$ cat src/rtl/rgs_pkg.sv
package rgs_pkg;

    localparam int unsigned RGS_ADDR_W = 40;
    localparam int unsigned RGS_DATA_W = 64;

    // Offsets that steer the wrapping; the sequencer depends on every value.
    localparam logic [31:0] GUARD_LIMIT   = 32'h0004_5000;
    localparam logic [31:0] OFF_CFG_LO    = 32'h0000_0000;
    localparam logic [31:0] OFF_CFG_HI    = 32'h0000_0080;
    localparam logic [31:0] OFF_MAP_LO    = 32'h0000_0148;
    localparam logic [31:0] OFF_MAP_HI    = 32'h0000_0200;
    localparam logic [31:0] OFF_TAIL_XTRA = 32'h0000_0100;
    localparam logic [31:0] DUMMY_CFG     = 32'h0000_00C0;
    localparam logic [31:0] DUMMY_MAP     = 32'h0000_0028;
    localparam logic [31:0] DUMMY_OTHER   = 32'h0000_0158;
    localparam logic [31:0] DUMMY_XTRA    = 32'h0000_0038;
    localparam logic [31:0] DUMMY_FINAL   = 32'h0000_B050;

    typedef enum logic [2:0] {
        STEP_IDLE,
        STEP_PRE,
        STEP_REAL,
        STEP_POST_MID,
        STEP_POST_END
    } step_e;

    typedef struct packed {
        logic wrap;
        logic mid;
        logic write;
    } plan_t;

    function automatic step_e step_after(step_e s, plan_t p);
        step_e n;
        case (s)
            STEP_PRE:      n = STEP_REAL;
            STEP_REAL:     n = p.wrap ? (p.mid ? STEP_POST_MID : STEP_POST_END) : STEP_IDLE;
            STEP_POST_MID: n = STEP_POST_END;
            default:       n = STEP_IDLE;
        endcase
        return n;
    endfunction

endpackage

$ cat src/rtl/rgs_planner.sv
module rgs_planner
    import rgs_pkg::*;
#(
    parameter int unsigned ADDR_W = RGS_ADDR_W
) (
    input  logic              affected,
    input  logic [ADDR_W-1:0] base,
    input  logic [ADDR_W-1:0] target,
    output logic              wrap,
    output logic              mid,
    output logic [ADDR_W-1:0] pre_addr,
    output logic [ADDR_W-1:0] mid_addr,
    output logic [ADDR_W-1:0] end_addr
);

    logic [ADDR_W-1:0] offset;
    logic [ADDR_W-1:0] pre_off;

    always_comb begin
        offset = target - base;
        wrap   = affected && (offset < ADDR_W'(GUARD_LIMIT));
        mid    = (offset == ADDR_W'(OFF_TAIL_XTRA));
        if (offset == ADDR_W'(OFF_CFG_LO) || offset == ADDR_W'(OFF_CFG_HI))
            pre_off = ADDR_W'(DUMMY_CFG);
        else if (offset == ADDR_W'(OFF_MAP_LO) || offset == ADDR_W'(OFF_MAP_HI))
            pre_off = ADDR_W'(DUMMY_MAP);
        else
            pre_off = ADDR_W'(DUMMY_OTHER);
        pre_addr = base + pre_off;
        mid_addr = base + ADDR_W'(DUMMY_XTRA);
        end_addr = base + ADDR_W'(DUMMY_FINAL);
    end

endmodule

$ cat src/rtl/rgs_sequencer.sv
module rgs_sequencer
    import rgs_pkg::*;
#(
    parameter int unsigned ADDR_W = RGS_ADDR_W,
    parameter int unsigned DATA_W = RGS_DATA_W
) (
    input  logic              clk,
    input  logic              rst,
    input  logic              cmd_valid,
    output logic              cmd_ready,
    input  logic [ADDR_W-1:0] cmd_addr,
    input  logic              cmd_write,
    input  logic [DATA_W-1:0] cmd_wdata,
    input  logic              pl_wrap,
    input  logic              pl_mid,
    input  logic [ADDR_W-1:0] pl_pre,
    input  logic [ADDR_W-1:0] pl_midaddr,
    input  logic [ADDR_W-1:0] pl_end,
    output logic              rsp_valid,
    output logic [DATA_W-1:0] rsp_rdata,
    output logic              bus_valid,
    output logic [ADDR_W-1:0] bus_addr,
    output logic              bus_write,
    output logic [DATA_W-1:0] bus_wdata,
    input  logic              bus_done,
    input  logic [DATA_W-1:0] bus_rdata
);

    step_e             step_q;
    step_e             step_nx;
    plan_t             plan_q;
    logic [ADDR_W-1:0] addr_q;
    logic [ADDR_W-1:0] pre_q;
    logic [ADDR_W-1:0] mid_q;
    logic [ADDR_W-1:0] end_q;
    logic [DATA_W-1:0] wdata_q;
    logic [DATA_W-1:0] rdata_q;
    logic              rsp_q;

    assign step_nx = step_after(step_q, plan_q);

    always_ff @(posedge clk) begin
        if (rst) begin
            step_q  <= STEP_IDLE;
            plan_q  <= '0;
            addr_q  <= '0;
            pre_q   <= '0;
            mid_q   <= '0;
            end_q   <= '0;
            wdata_q <= '0;
            rdata_q <= '0;
            rsp_q   <= 1'b0;
        end else begin
            rsp_q <= 1'b0;
            if (step_q == STEP_IDLE) begin
                if (cmd_valid) begin
                    plan_q  <= '{wrap: pl_wrap, mid: pl_mid, write: cmd_write};
                    addr_q  <= cmd_addr;
                    wdata_q <= cmd_wdata;
                    pre_q   <= pl_pre;
                    mid_q   <= pl_midaddr;
                    end_q   <= pl_end;
                    step_q  <= pl_wrap ? STEP_PRE : STEP_REAL;
                end
            end else if (bus_done) begin
                if (step_q == STEP_REAL && !plan_q.write)
                    rdata_q <= bus_rdata;
                if (step_nx == STEP_IDLE && !plan_q.write)
                    rsp_q <= 1'b1;
                step_q <= step_nx;
            end
        end
    end

    always_comb begin
        case (step_q)
            STEP_PRE:      bus_addr = pre_q;
            STEP_REAL:     bus_addr = addr_q;
            STEP_POST_MID: bus_addr = mid_q;
            STEP_POST_END: bus_addr = end_q;
            default:       bus_addr = '0;
        endcase
    end

    assign cmd_ready = (step_q == STEP_IDLE);
    assign bus_valid = (step_q != STEP_IDLE);
    assign bus_write = (step_q == STEP_REAL) && plan_q.write;
    assign bus_wdata = bus_write ? wdata_q : '0;
    assign rsp_valid = rsp_q;
    assign rsp_rdata = rdata_q;

endmodule

$ cat src/rtl/reg_guard_sequencer.sv
module reg_guard_sequencer
    import rgs_pkg::*;
#(
    parameter int unsigned ADDR_W = RGS_ADDR_W,
    parameter int unsigned DATA_W = RGS_DATA_W
) (
    input  logic              clk,
    input  logic              rst,
    input  logic              rev_affected,
    input  logic [ADDR_W-1:0] base_addr,
    input  logic              req_valid,
    output logic              req_ready,
    input  logic [ADDR_W-1:0] req_addr,
    input  logic              req_write,
    input  logic [DATA_W-1:0] req_wdata,
    output logic              rsp_valid,
    output logic [DATA_W-1:0] rsp_rdata,
    output logic              bus_valid,
    output logic [ADDR_W-1:0] bus_addr,
    output logic              bus_write,
    output logic [DATA_W-1:0] bus_wdata,
    input  logic              bus_done,
    input  logic [DATA_W-1:0] bus_rdata
);

    logic              p_wrap;
    logic              p_mid;
    logic [ADDR_W-1:0] p_pre;
    logic [ADDR_W-1:0] p_midaddr;
    logic [ADDR_W-1:0] p_end;

    rgs_planner #(.ADDR_W(ADDR_W)) u_plan (
        .affected (rev_affected),
        .base     (base_addr),
        .target   (req_addr),
        .wrap     (p_wrap),
        .mid      (p_mid),
        .pre_addr (p_pre),
        .mid_addr (p_midaddr),
        .end_addr (p_end)
    );

    rgs_sequencer #(.ADDR_W(ADDR_W), .DATA_W(DATA_W)) u_seq (
        .clk        (clk),
        .rst        (rst),
        .cmd_valid  (req_valid),
        .cmd_ready  (req_ready),
        .cmd_addr   (req_addr),
        .cmd_write  (req_write),
        .cmd_wdata  (req_wdata),
        .pl_wrap    (p_wrap),
        .pl_mid     (p_mid),
        .pl_pre     (p_pre),
        .pl_midaddr (p_midaddr),
        .pl_end     (p_end),
        .rsp_valid  (rsp_valid),
        .rsp_rdata  (rsp_rdata),
        .bus_valid  (bus_valid),
        .bus_addr   (bus_addr),
        .bus_write  (bus_write),
        .bus_wdata  (bus_wdata),
        .bus_done   (bus_done),
        .bus_rdata  (bus_rdata)
    );

endmodule

$ cat config.mk
export PLATFORM = sky130hd
export DESIGN_NAME = reg_guard_sequencer
export DESIGN_NICKNAME = d
export VERILOG_FILES = /design/src/rtl/rgs_pkg.sv /design/src/rtl/rgs_planner.sv /design/src/rtl/rgs_sequencer.sv /design/src/rtl/reg_guard_sequencer.sv
export SDC_FILE = /design/constraint.sdc
export NUM_CORES = 1
export LEC_CHECK = 0
export ABC_AREA = 1
export CAP_MARGIN = 20
export CORE_AREA = 2 2 232 234
export DETAILED_ROUTE_END_ITERATION = 6
export DIE_AREA = 0 0 234 236
export DONT_BUFFER_PORTS = 1
export GPL_TIMING_DRIVEN = 0
export PLACE_DENSITY = 0.59
export SETUP_SLACK_MARGIN = 0.1
export SLEW_MARGIN = 10
export SYNTH_ARGS = -nofsm -noshare
export SYNTH_HDL_FRONTEND = slang
export SYNTH_HIERARCHICAL = 1
export SYNTH_SLANG_ARGS = --single-unit
$ cat constraint.sdc
create_clock -name clk -period 5.8 [get_ports clk]
set_input_delay 0.58 -clock clk [delete_from_list [all_inputs] [get_ports clk]]
set_output_delay 0.58 -clock clk [all_outputs]
set_load 0.02 [all_outputs]
Word-level counts from Yosys, hierarchy flattened
Index checks and enable logic that the tools add are counted.
- logic and storage cells: 55
- register bits: 295
- bits of input ports: 214
- $add $sub $neg: 4
- multiplexer cells: 12
- magnitude comparators: 1
- reductions and logical operators: 16
- eq/ne operators: 9
- bitwise operators: 2
- operators with widths (kind ; number):
    $pmux 40 s4 ; 1
    $eq 40x9->1 const B ; 2
    $mux 64 ; 1
    $add 40x16->40 const B ; 1
    $add 40x40->40 ; 1
    $add 40x6->40 const B ; 1
    $eq 40x10->1 const B ; 1
    $eq 40x8->1 const B ; 1
    $logic_not 40->1 ; 1
    $lt 40x19->1 const B ; 1
    $mux 40 ; 1
    $sub 40x40->40 ; 1
    $mux 3 ; 5
    $mux 9 ; 1
    $pmux 3 s3 ; 1
    $eq 3x2->1 const B ; 2
    $logic_not 3->1 ; 2
    $logic_and 1x1->1 ; 4
    $reduce_and 2->1 ; 2
    $eq 3x1->1 const B ; 1
    $eq 3x3->1 const B ; 1
    $reduce_and 3->1 ; 1
    $reduce_bool 3->1 ; 1
    $reduce_or 3->1 ; 1
    other kinds (7) ; 9

Depth between registers and ports, before layout
Gate-level depths: netlist (run 1).
- word-level depth: 6
- mapped depth: 37

Cells and area by module
The synthesis (run 1) kept the hierarchy.
- modules (own cells, without submodules) (module ; seq. area each (um2) ; cells an instance ; area each (um2) ; instances):
    rgs_sequencer ; 5905.7 ; 1581 ; 11906.4 ; 1
    rgs_planner ; 0.0 ; 1284 ; 6407.4 ; 1

Worst setup path before layout (run 1)
OpenSTA, ideal clock, no wires.
- path type: input to register
- start point: input port base_addr[15]
- end point: register u_seq.pre_q[12]
- cell stages on the path: 26
- setup slack: 1745 ps
- path buffers: 1
- data arrival time: 3927 ps
- required time: 5672 ps
- cells stage by stage: clkbuf_1 > inv_1 > ha_1 > nand2_1 > nor2_1 > nand2_1 > nor2_1 > nand2_1 > nand3_1 > xnor2_1 > nand2_1 > nor2_1 > nand2_2 > nor2_8 > nand3_1 > inv_1 > ha_1 > a21oi_1 > inv_1 > nor2_1 > nand2_1 > nand3_1 > nand2_2 > xor2_1 > o21ai_0 > a21oi_1
- longest elaborated chain between the ends: 6
- RTL lines (what ; RTL line ; RTL):
    start, declared ; reg_guard_sequencer.sv:10 ; input logic [ADDR_W-1:0] base_addr,
    $sub 40x40->40 * ; rgs_planner.sv:20 ; offset = target - base;
    $eq 40x9->1 or $eq 40x10->1 (tied branches) ; rgs_planner.sv:25 ; else if (offset == ADDR_W'(OFF_MAP_LO) || offset == ADDR_W'(OFF_MAP_HI))
    $logic_or 1x1->1 ; rgs_planner.sv:25 ;
    $mux 9 ; rgs_planner.sv:25 ;
    $mux 40 * ; rgs_planner.sv:23 ; if (offset == ADDR_W'(OFF_CFG_LO) || offset == ADDR_W'(OFF_CFG_HI))
    $add 40x40->40 * ; rgs_planner.sv:29 ; pre_addr = base + pre_off;
    named net p_pre[12] ; reg_guard_sequencer.sv:28 ; logic [ADDR_W-1:0] p_pre;
    end signal, assigned ; rgs_sequencer.sv:60 ; pre_q <= pl_pre;
    end, declared ; rgs_sequencer.sv:33 ; logic [ADDR_W-1:0] pre_q;
The timed path passes the listed nets; every way through them passes the cells marked *.
A chain may end at the register's enable or synchronous reset.

Worst setup path in the final report (run 1)
- start point: input port base_addr[16]
- end point: register u_seq.pre_q[36]
- longest elaborated chain between the ends: 6
- RTL lines (what ; RTL line):
    $sub 40x40->40 ; rgs_planner.sv:20
    $eq 40x9->1 or $eq 40x10->1 (tied branches) ; rgs_planner.sv:25
    $logic_or 1x1->1 ; rgs_planner.sv:25
    $mux 9 ; rgs_planner.sv:25
    $mux 40 ; rgs_planner.sv:23
    $add 40x40->40 * ; rgs_planner.sv:29
    named net p_pre[36] ; reg_guard_sequencer.sv:28
Marks and branches as above.

==> summary.md, run 1 <==
| Metric | Value |
|---|---|
| WP data required | `6.19 ns` |
| Status | `finished clean` |
| Sequential power share | `35.6%` |
| Post-route ant nets | `0` |
| Asr flop ratio synth | `0%` |
| Vias in the first global route | `17110` |
| Synth Instances | `2865` |
| Final Setup Violations | `0` |
| Highest routed layer | `met5` |
| Die width | `234 um` |
| Switch Pwr | `3.350 mW` |
| WHS | `0.1122 ns` |
| Global-route wire length before repair | `104600 um` |
| Layout cells sized above 1 | `7.013%` |
| Setup Crit Path Kind | `input pin to flop` |
| Peak VDD IR | `0.0002068 V` |
| H-tree Lvls | `2` |
| Worst min-delay path category | `input pin to flop` |
| Number of flops mapped to enable cells by yosys | `0` |
| Switching Share | `between 40% and 50%` |
| Dominant synthesized flop cell | `dfxtp_1` |
| Syn. warnings | `6` |
| Crit path to | `u_seq/pre_q[36]` |
| GRT Util Overall | `~25%` |
| Post-Place Worst Slack | `0.5004 ns` |
| Initial antenna violation count | `12` |
| Synth Area per Inst | `6.392 um^2` |
| Drt drc | `0` |
| Commonest non-fill, non-tap cell in the layout | `nand2_1` |
| # nets final | `~3200` |
| Gates resized, CTS repair | `0` |
| Critical R2R Capture | `u_seq/end_q[38]` |
| Met2 WL post-DR | `34190 um` |
| Worst Reg-to-Reg Cells | `5` |
| Final core utilization | `38.28%` |
| Setup WS post-layout | `approximately 0.95 ns` |
| Drt total wl | `72170 um` |
| Layout area overhead | `10.92%` |
| Total congestion overflow | `0` |
| Period Utilization, post-route | `between 80% and 90%` |
| Routed wl met3 | `6482 um` |
| R2r setup slk | `3.39 ns` |
| GPL Wtd Cong | `1.009` |
| Via count | `~18000` |
| CP Max Fanout | `7` |
| Placed Area | `19180 um^2` |
| Clock Latency Late Sink | `0.53 ns` |
| Power share of the clock group | `26.9%` |
| Total clock buffers created by CTS | `34` |
| Multi-input gate area | `a little under 10000 um^2` |
| Total power | `about 8.0 mW` |
| DP Cell Count | `3561` |
| Post-Syn Nets | `3127` |
| Top-Level Pins | `386` |
| Max Cap Violations | `0` |
| Final TNS setup | `0 ns` |
| RSZ-0062 raised after global routing | `no` |
| Comb power frac | `37.4%` |
| Clock Pin Slew Worst Setup and Hold Paths | `0.06 ns` |
| Pint | `4.699 mW` |
| Critical Path Source | `base_addr[16]` |
| Sink Count | `295` |
| Detailed Routing Iterations Pass 1 | `7` |
| Worst rel slew slack | `35.15%` |
| Initial DRC count | `1228` |
| Netlist cell types | `46` |
| Core area | `53070 um^2` |
| Worst setup SP type | `input pin` |
| Post-Syn Area | `18310 um^2` |
| Register Area | `5906 um^2` |
| Fin. max-slew vios | `0` |
| Post-DP HPWL | `59450 um` |
| Vias per cell | `around 5` |
| CP arrival | `~5.3 ns` |
| Lkg Pwr | `8.986 nW` |
| Commonest non-fill, non-tap cells in the layout | `523 x nand2_1, 472 x inv_1, 348 x nor2_1` |
| Drt wl/cell | `19.89 um` |
| Largest net degree at the start of global routing | `13` |
| Clock tree buffer depth | `3` |
| Number of setup buffers added after CTS | `0` |
| Final cell count without fillers | `around 3600` |
| Die Y | `roughly 240 um` |
| DIE AREA | `55220 um^2` |
| Pwr dens | `396.2 nW/um^2` |
| Fin. Hold Viols | `0` |
| CTS Hold Bufs | `0` |
| Fmax | `about 210 MHz` |
| #FFs+latches synth | `295` |
| Worst slew pin tran | `0.9728 ns` |
| Wire length on met1 | `28790 um` |
| Initial Utilization | `between 30% and 40%` |
| Period minus WS final | `4.854 ns` |
| Seq/Total Area, Yosys | `32.25%` |
| Clk root buf | `clkbuf_16` |
| Rows | `85` |
| Fillers | `about 5900` |
| Crit. End Element | `flop` |
| Port bufs | `0` |
| Final Skew | `0.01534 ns` |
| Final Cell Area | `a little over 20000 um^2` |
| FF-to-FF Start | `u_seq/step_q[2]` |
| CTS tree | `done` |
worst max-delay path, stage by stage:
cell and delay (ns):
clkbuf_1 0.34, inv_1 0.17, ha_1 0.44, nand2_1 0.14, nor2_1 0.18, nand2_1 0.13
nor2_1 0.12, nand2_1 0.06, nand3_1 0.21, nand2_1 0.15, nand3_1 0.09, nand2_1 0.05
nor2_1 0.10, nand2_1 0.09, nor2_4 0.25, nand3_1 0.20, inv_1 0.09, ha_1 0.29
a21oi_1 0.38, inv_1 0.08, nor2_1 0.11, nand2_1 0.13, nand3_1 0.12, nand2_2 0.17
nand4_1 0.12, nand2_1 0.09, o21ai_0 0.29, a21oi_1 0.07
layout make-up:
cell class                      count  area share [%]
Sequential cell                   295           29.07
Antenna cell                        9          0.1109
Tap cell                          696           4.287
Inverter                          502           9.276
Clock inverter                      7          0.4804
Buffer                            142           2.987
Clock buffer                       51           4.965
Multi-Input combinational cell   1926           48.82
logic make-up (layout without fill, tap and decap cells):
group	count (synthesis)	after routing	share of synthesized area, %
and+or+nand+nor	1188	1188	29.28
buffers and inverters	644	702	13.60
AOI/OAI and AO/OA	596	596	17.06
DFF	295	295	32.25
xor gates and xnor gates	94	94	4.537
adders and majority gates	48	48	3.279
other	0	9	0
registers in the layout, indices dropped and copies added (netlist names):
signal and flops:
u_seq/rsp_valid 1, u_seq/mid_q 40, u_seq/wdata_q 64, u_seq/addr_q 40, u_seq/step_q 3, u_seq/rsp_rdata 64
u_seq/plan_q 3, u_seq/end_q 40, u_seq/pre_q 40
cell usage after synthesis (2+ instances only):
cell | count | area share, %
nand3_2 | 5 | 0.27
xor2_1 | 90 | 4.3
nand3_1 | 82 | 2.2
nor3_1 | 23 | 0.63
nand3_4 | 2 | 0.19
buf_1 | 11 | 0.23
o21ai_0 | 238 | 6.5
nor2_2 | 15 | 0.51
nand3b_1 | 72 | 3.0
buf_2 | 20 | 0.55
ha_1 | 48 | 3.3
nor2_1 | 348 | 7.1
nand4_1 | 31 | 1.1
or2_1 | 2 | 0.068
o21ai_1 | 4 | 0.11
o21bai_1 | 3 | 0.12
a21oi_1 | 264 | 7.2
nand2_1 | 523 | 11
xnor2_1 | 3 | 0.14
nor3_2 | 4 | 0.22
o22ai_1 | 80 | 2.7
inv_1 | 472 | 9.7
or2_2 | 40 | 1.4
nand2_4 | 8 | 0.49
nor4_1 | 7 | 0.24
clkbuf_1 | 99 | 2.0
buf_4 | 11 | 0.45
nand2_2 | 19 | 0.65
dfxtp_1 | 295 | 32
a21o_1 | 2 | 0.082
clkinv_1 | 6 | 0.12
inv_2 | 24 | 0.49
worst min path at each step:
stage	startpoint	end	slack [ns]	depth (start not counted)
final	rst	u_seq/plan_q[1]	0.11	1
after floorplan	u_seq/end_q[0]	u_seq/end_q[0]	0.43	2
after global placement	u_seq/wdata_q[51]	u_seq/wdata_q[51]	0.44	2
after CTS	rst	u_seq/plan_q[1]	0.09	1
after global routing	rst	u_seq/plan_q[1]	0.09	1
after detailed placement	u_seq/wdata_q[13]	u_seq/wdata_q[13]	0.44	2
power groups by stage:
stage	registers, mW	logic, mW	clock network, mW
after CTS	2.86	3.00	2.20
after floorplan	2.85	2.09	0
after detailed placement	2.91	2.99	0
after global routing	2.93	3.33	2.28
after global placement	2.89	2.97	0
final	2.87	3.01	2.17
routing by layer:
layer	up-vias	track usage, %
met5	-	0
met4	6	9.570
met3	133	6.987
met2	579	43.00
met1	8313	29.42
li1	9142	-
No activity file was read; power rests on OpenSTA's default activity.
==> run 2: changes to the inputs <==
--- a/config.mk
+++ b/config.mk
@@ -5,14 +5,14 @@
 export SDC_FILE = /design/constraint.sdc
 export NUM_CORES = 1
 export LEC_CHECK = 0
-export ABC_AREA = 1
+export ABC_AREA = 0
 export CAP_MARGIN = 20
-export CORE_AREA = 2 2 232 234
+export CORE_AREA = 2 2 228 230
 export DETAILED_ROUTE_END_ITERATION = 6
-export DIE_AREA = 0 0 234 236
+export DIE_AREA = 0 0 230 232
 export DONT_BUFFER_PORTS = 1
 export GPL_TIMING_DRIVEN = 0
-export PLACE_DENSITY = 0.59
+export PLACE_DENSITY = 0.6
 export SETUP_SLACK_MARGIN = 0.1
 export SLEW_MARGIN = 10
 export SYNTH_ARGS = -nofsm -noshare
==> constraint.sdc (replaced) <==
create_clock -name clk -period 4.28 [get_ports clk]
set_input_delay 0.428 -clock clk [delete_from_list [all_inputs] [get_ports clk]]
set_output_delay 0.428 -clock clk [all_outputs]
set_load 0.02 [all_outputs]
==> summary.md, run 2 <==
| Metric | Value |
|---|---|
| Drt wl/cell | `22.57 um (+13%)` |
| # nets final | `2939 (-7.1%)` |
| DP Cell Count | `3089 (-13%)` |
| #FFs+latches synth | `295 (unchanged)` |
| Clock Pin Slew Worst Setup and Hold Paths | `0.06 ns (about the same)` |
| Detailed Routing Iterations Pass 1 | `6 (-1)` |
| Post-synth top cells | `547 x nand2_1, 350 x a21oi_1, 295 x dfxtp_1, 135 x clkbuf_1, 114 x xnor2_1` |
| Number of flops mapped to enable cells by yosys | `0 (unchanged)` |
| Seq/Total Area, Yosys | `33.35% (+1.1 points)` |
| Max Cap Violations | `0 (unchanged)` |
| CP Max Fanout | `7 (unchanged)` |
| Final Cell Area | `23560 um^2 (+16%)` |
| Fmax | `just under 200 MHz` |
| Violated checks | `setup timing` |
| Top post-synthesis cells by area | `dfxtp_1 33%, nand2_1 12%, a21oi_1 9.9%, xnor2_1 5.6%, ha_1 3.4%` |
| Switching Share | `36.41% (-5.2 points)` |
| Worst setup SP type | `input pin` |
| Fillers | `5023 (-15%)` |
| Top cell type's share of synthesized area | `33.35% (+1.1 points)` |
| Worst min-delay path category | `input pin to flop` |
| Synth Instances | `2408 (-16%)` |
| Total clock buffers created by CTS | `31 (-8.8%)` |
| Post-Place Worst Slack | `-2.370 ns (-2.871 ns)` |
| Clock tree buffer depth | `3 (unchanged)` |
| Rows | `83 (-2.4%)` |
| Final Setup Violations | `34 (+34)` |
| Largest net degree at the start of global routing | `17 (+4)` |
| Worst slew pin tran | `1.264 ns (+0.2916 ns)` |
| Core area | `50890 um^2 (-4.1%)` |
| Power share of the clock group | `30.5% (+3.6 points)` |
| Synth Area per Inst | `7.353 um^2 (+15%)` |
| Netlist cell types | `80 (+74%)` |
| Vias in the first global route | `18120 (+5.9%)` |
| Initial Utilization | `34.79% (+0.29 points)` |
| Commonest non-fill, non-tap cells in the layout | `535 x nand2_1, 317 x a21oi_1, 295 x dfxtp_1` |
| Status | `finished with violations` |
| Commonest non-fill, non-tap cell in the layout | `nand2_1` |
| Final Skew | `0.008021 ns (-0.007323 ns)` |
| Top-count cell post-synth | `nand2_1` |
| Drt drc | `0 (unchanged)` |
| GPL Wtd Cong | `0.9805 (-2.8%)` |
| Pwr dens | `385.4 nW/um^2 (-2.7%)` |
| DIE AREA | `53360 um^2 (-3.4%)` |
| GRT Util Overall | `26.76% (+1.7 points)` |
| Vias per cell | `5.699 (+14%)` |
| Drt total wl | `76290 um (+5.7%)` |
| Clk root buf | `clkbuf_16` |
| Setup Crit Path Kind | `input pin to flop` |
| Period minus WS final | `~5.1 ns` |
| Initial antenna violation count | `7 (-5)` |
| Worst rel slew slack | `14.93% (-20 points)` |
| Layout cells sized above 1 | `18.09% (+11 points)` |
| Fin. Hold Viols | `0 (unchanged)` |
| Comb power frac | `32.9% (-4.5 points)` |
| Peak VDD IR | `0.0003865 V (+87%)` |
| Setup WS post-layout | `-0.8380 ns (-1.784 ns)` |
| Post-route ant nets | `0 (unchanged)` |
| Layout area overhead | `33.08%` |
| Final cell count without fillers | `3381 (-6.8%)` |
| Die Y | `232 um (-1.7%)` |
| Lkg Pwr | `8.517 nW (-5.2%)` |
| Switch Pwr | `3.307 mW (-1.3%)` |
| Initial DRC count | `1618 (+32%)` |
| Crit. End Element | `flop` |
| WP data required | `4.80 ns (-1.39 ns)` |
| Dominant synthesized flop cell | `dfxtp_1` |
| CP arrival | `5.64 ns (+0.39 ns)` |
| Post-Syn Nets | `2670 (-15%)` |
| Total congestion overflow | `0 (unchanged)` |
| Post-Syn Area | `17710 um^2 (-3.3%)` |
| Area leader, netlist | `dfxtp_1` |
| Global-route wire length before repair | `110200 um (+5.4%)` |
| Period Utilization, post-route | `119.6%` |
| Clock Latency Late Sink | `0.59 ns (+0.06 ns)` |
| Top-Level Pins | `386 (unchanged)` |
| Sink Count | `295 (unchanged)` |
| Syn. warnings | `6 (unchanged)` |
| RSZ-0062 raised after global routing | `yes` |
| Placed Area | `19060 um^2 (-0.64%)` |
| Die width | `230 um (-1.7%)` |
| Total power | `9.081 mW (+13%)` |
| Pint | `5.775 mW (+23%)` |
| Via count | `19270 (+6.0%)` |
| Post-DP HPWL | `58380 um (-1.8%)` |
| CTS tree | `done` |
| Port bufs | `0 (unchanged)` |
| Sequential power share | `36.6% (+1.0 points)` |
| H-tree Lvls | `1 (-1)` |
| Asr flop ratio synth | `0% (unchanged)` |
| Fin. max-slew vios | `0 (unchanged)` |
==> run 2: cell types whose count changed after synthesis, moves of 41 or more <==
cell	change
xor2_1	-78
inv_1	-417
o22ai_1	-74
and3_1	+69
xnor2_1	+111
nand3b_1	-67
a21oi_1	+86
a22oi_1	+41
nor2_1	-272
mux2_2	+43
o21ai_0	-143
==> run 2: final timing paths <==
kind | start | to | slack [ns] | depth (start not counted)
setup reg to reg | u_seq/step_q[1] | u_seq/rsp_valid | 2.18 | 5
hold / removal | bus_rdata[17] | u_seq/rsp_rdata[17] | 0.02 | 2
hold reg to reg | u_seq/mid_q[23] | u_seq/mid_q[23] | 0.45 | 2
setup / recovery | base_addr[34] | u_seq/pre_q[39] | -0.84 | 24
==> run 2: cells by family after synthesis <==
group | Yosys count | share of synthesized area [%]
xor+xnor | 126 | 6.233
compound gates | 648 | 21.89
buf+inv | 265 | 6.805
flops | 295 | 33.35
simple gates | 977 | 25.25
mux | 49 | 3.074
fa+ha+maj | 48 | 3.392
==> run 2: layer usage <==
layer  vias to the layer above  GRT usage, %  share of wire [%]
met5                         -             0                  0
met4                         0         9.677                3.7
met3                       157         6.361                9.2
met2                       911         44.94                 47
met1                      9259         33.34                 40
li1                       8942             -                  -
==> run 2: power groups by stage <==
| stage | Sequential [mW] | Clock [mW] | Combinational [mW] |
|---|---|---|---|
| 2_1_floorplan | 3.30 | 0 | 1.87 |
| 3_3_place_gp | 3.36 | 0 | 2.52 |
| 3_5_place_dp | 3.37 | 0 | 2.56 |
| 4_1_cts | 3.31 | 2.82 | 2.83 |
| 5_1_grt | 3.35 | 2.91 | 3.22 |
| 6_report | 3.32 | 2.77 | 2.99 |
==> run 2: cell type report <==
| type | instances | area, um^2 | area share (%) |
|---|---|---|---|
| multi-input cells | 1848 | 11870 | 50.39 |
| plain buffers | 201 | 1311 | 5.565 |
| clock inverters | 12 | 153.9 | 0.6531 |
| inverters | 56 | 292.8 | 1.243 |
| diodes | 3 | 7.507 | 0.03186 |
| repair buffers | 244 | 2290 | 9.718 |
| well taps | 680 | 850.8 | 3.611 |
| clock buffers | 42 | 877.1 | 3.722 |
| flip-flops and latches | 295 | 5906 | 25.06 |
==> run 2: critical path, stage by stage <==
cell and delay [ns]:
inv_1 0.11, ha_1 0.49, nand2_1 0.20, nor3_1 0.46, a221o_1 0.36, mux2i_1 0.30
o41ai_4 0.14, nor3_1 0.42, nor3b_1 0.12, o21ai_1 0.28, nor4b_4 0.11, and2_4 0.20
o21a_4 0.13, ha_4 0.30, buf_4 0.11, nand3_1 0.13, nand2_1 0.11, a211oi_2 0.08
a31oi_4 0.33, buf_4 0.20, nand4b_1 0.18, xnor2_1 0.23, nand2_1 0.08, a21oi_1 0.12
==> run 2: through the flow <==
step | TNS (ns) | utilization, % | hold slack [ns]
floorplan | -19.83 | - | 0.4319
detailed placement | -77.29 | 37.46 | 0.4440
CTS | -20.69 | 44.77 | 0.0007483
global placement | -78.15 | 37.42 | 0.4378
finish | -22.62 | 46.30 | 0.01800
global route | -29.02 | 46.30 | 0.01776
==> run 2: repair_timing <==
item | CTS | global route
hold buffers | 166 | 0
pin swaps | 57 | 72
cloned | 1 | 0
setup buffers | 40 | 36
endpoints found under the setup margin | 41 | 37
endpoints found under the hold margin | 167 | 0
resized for setup | 153 | 108
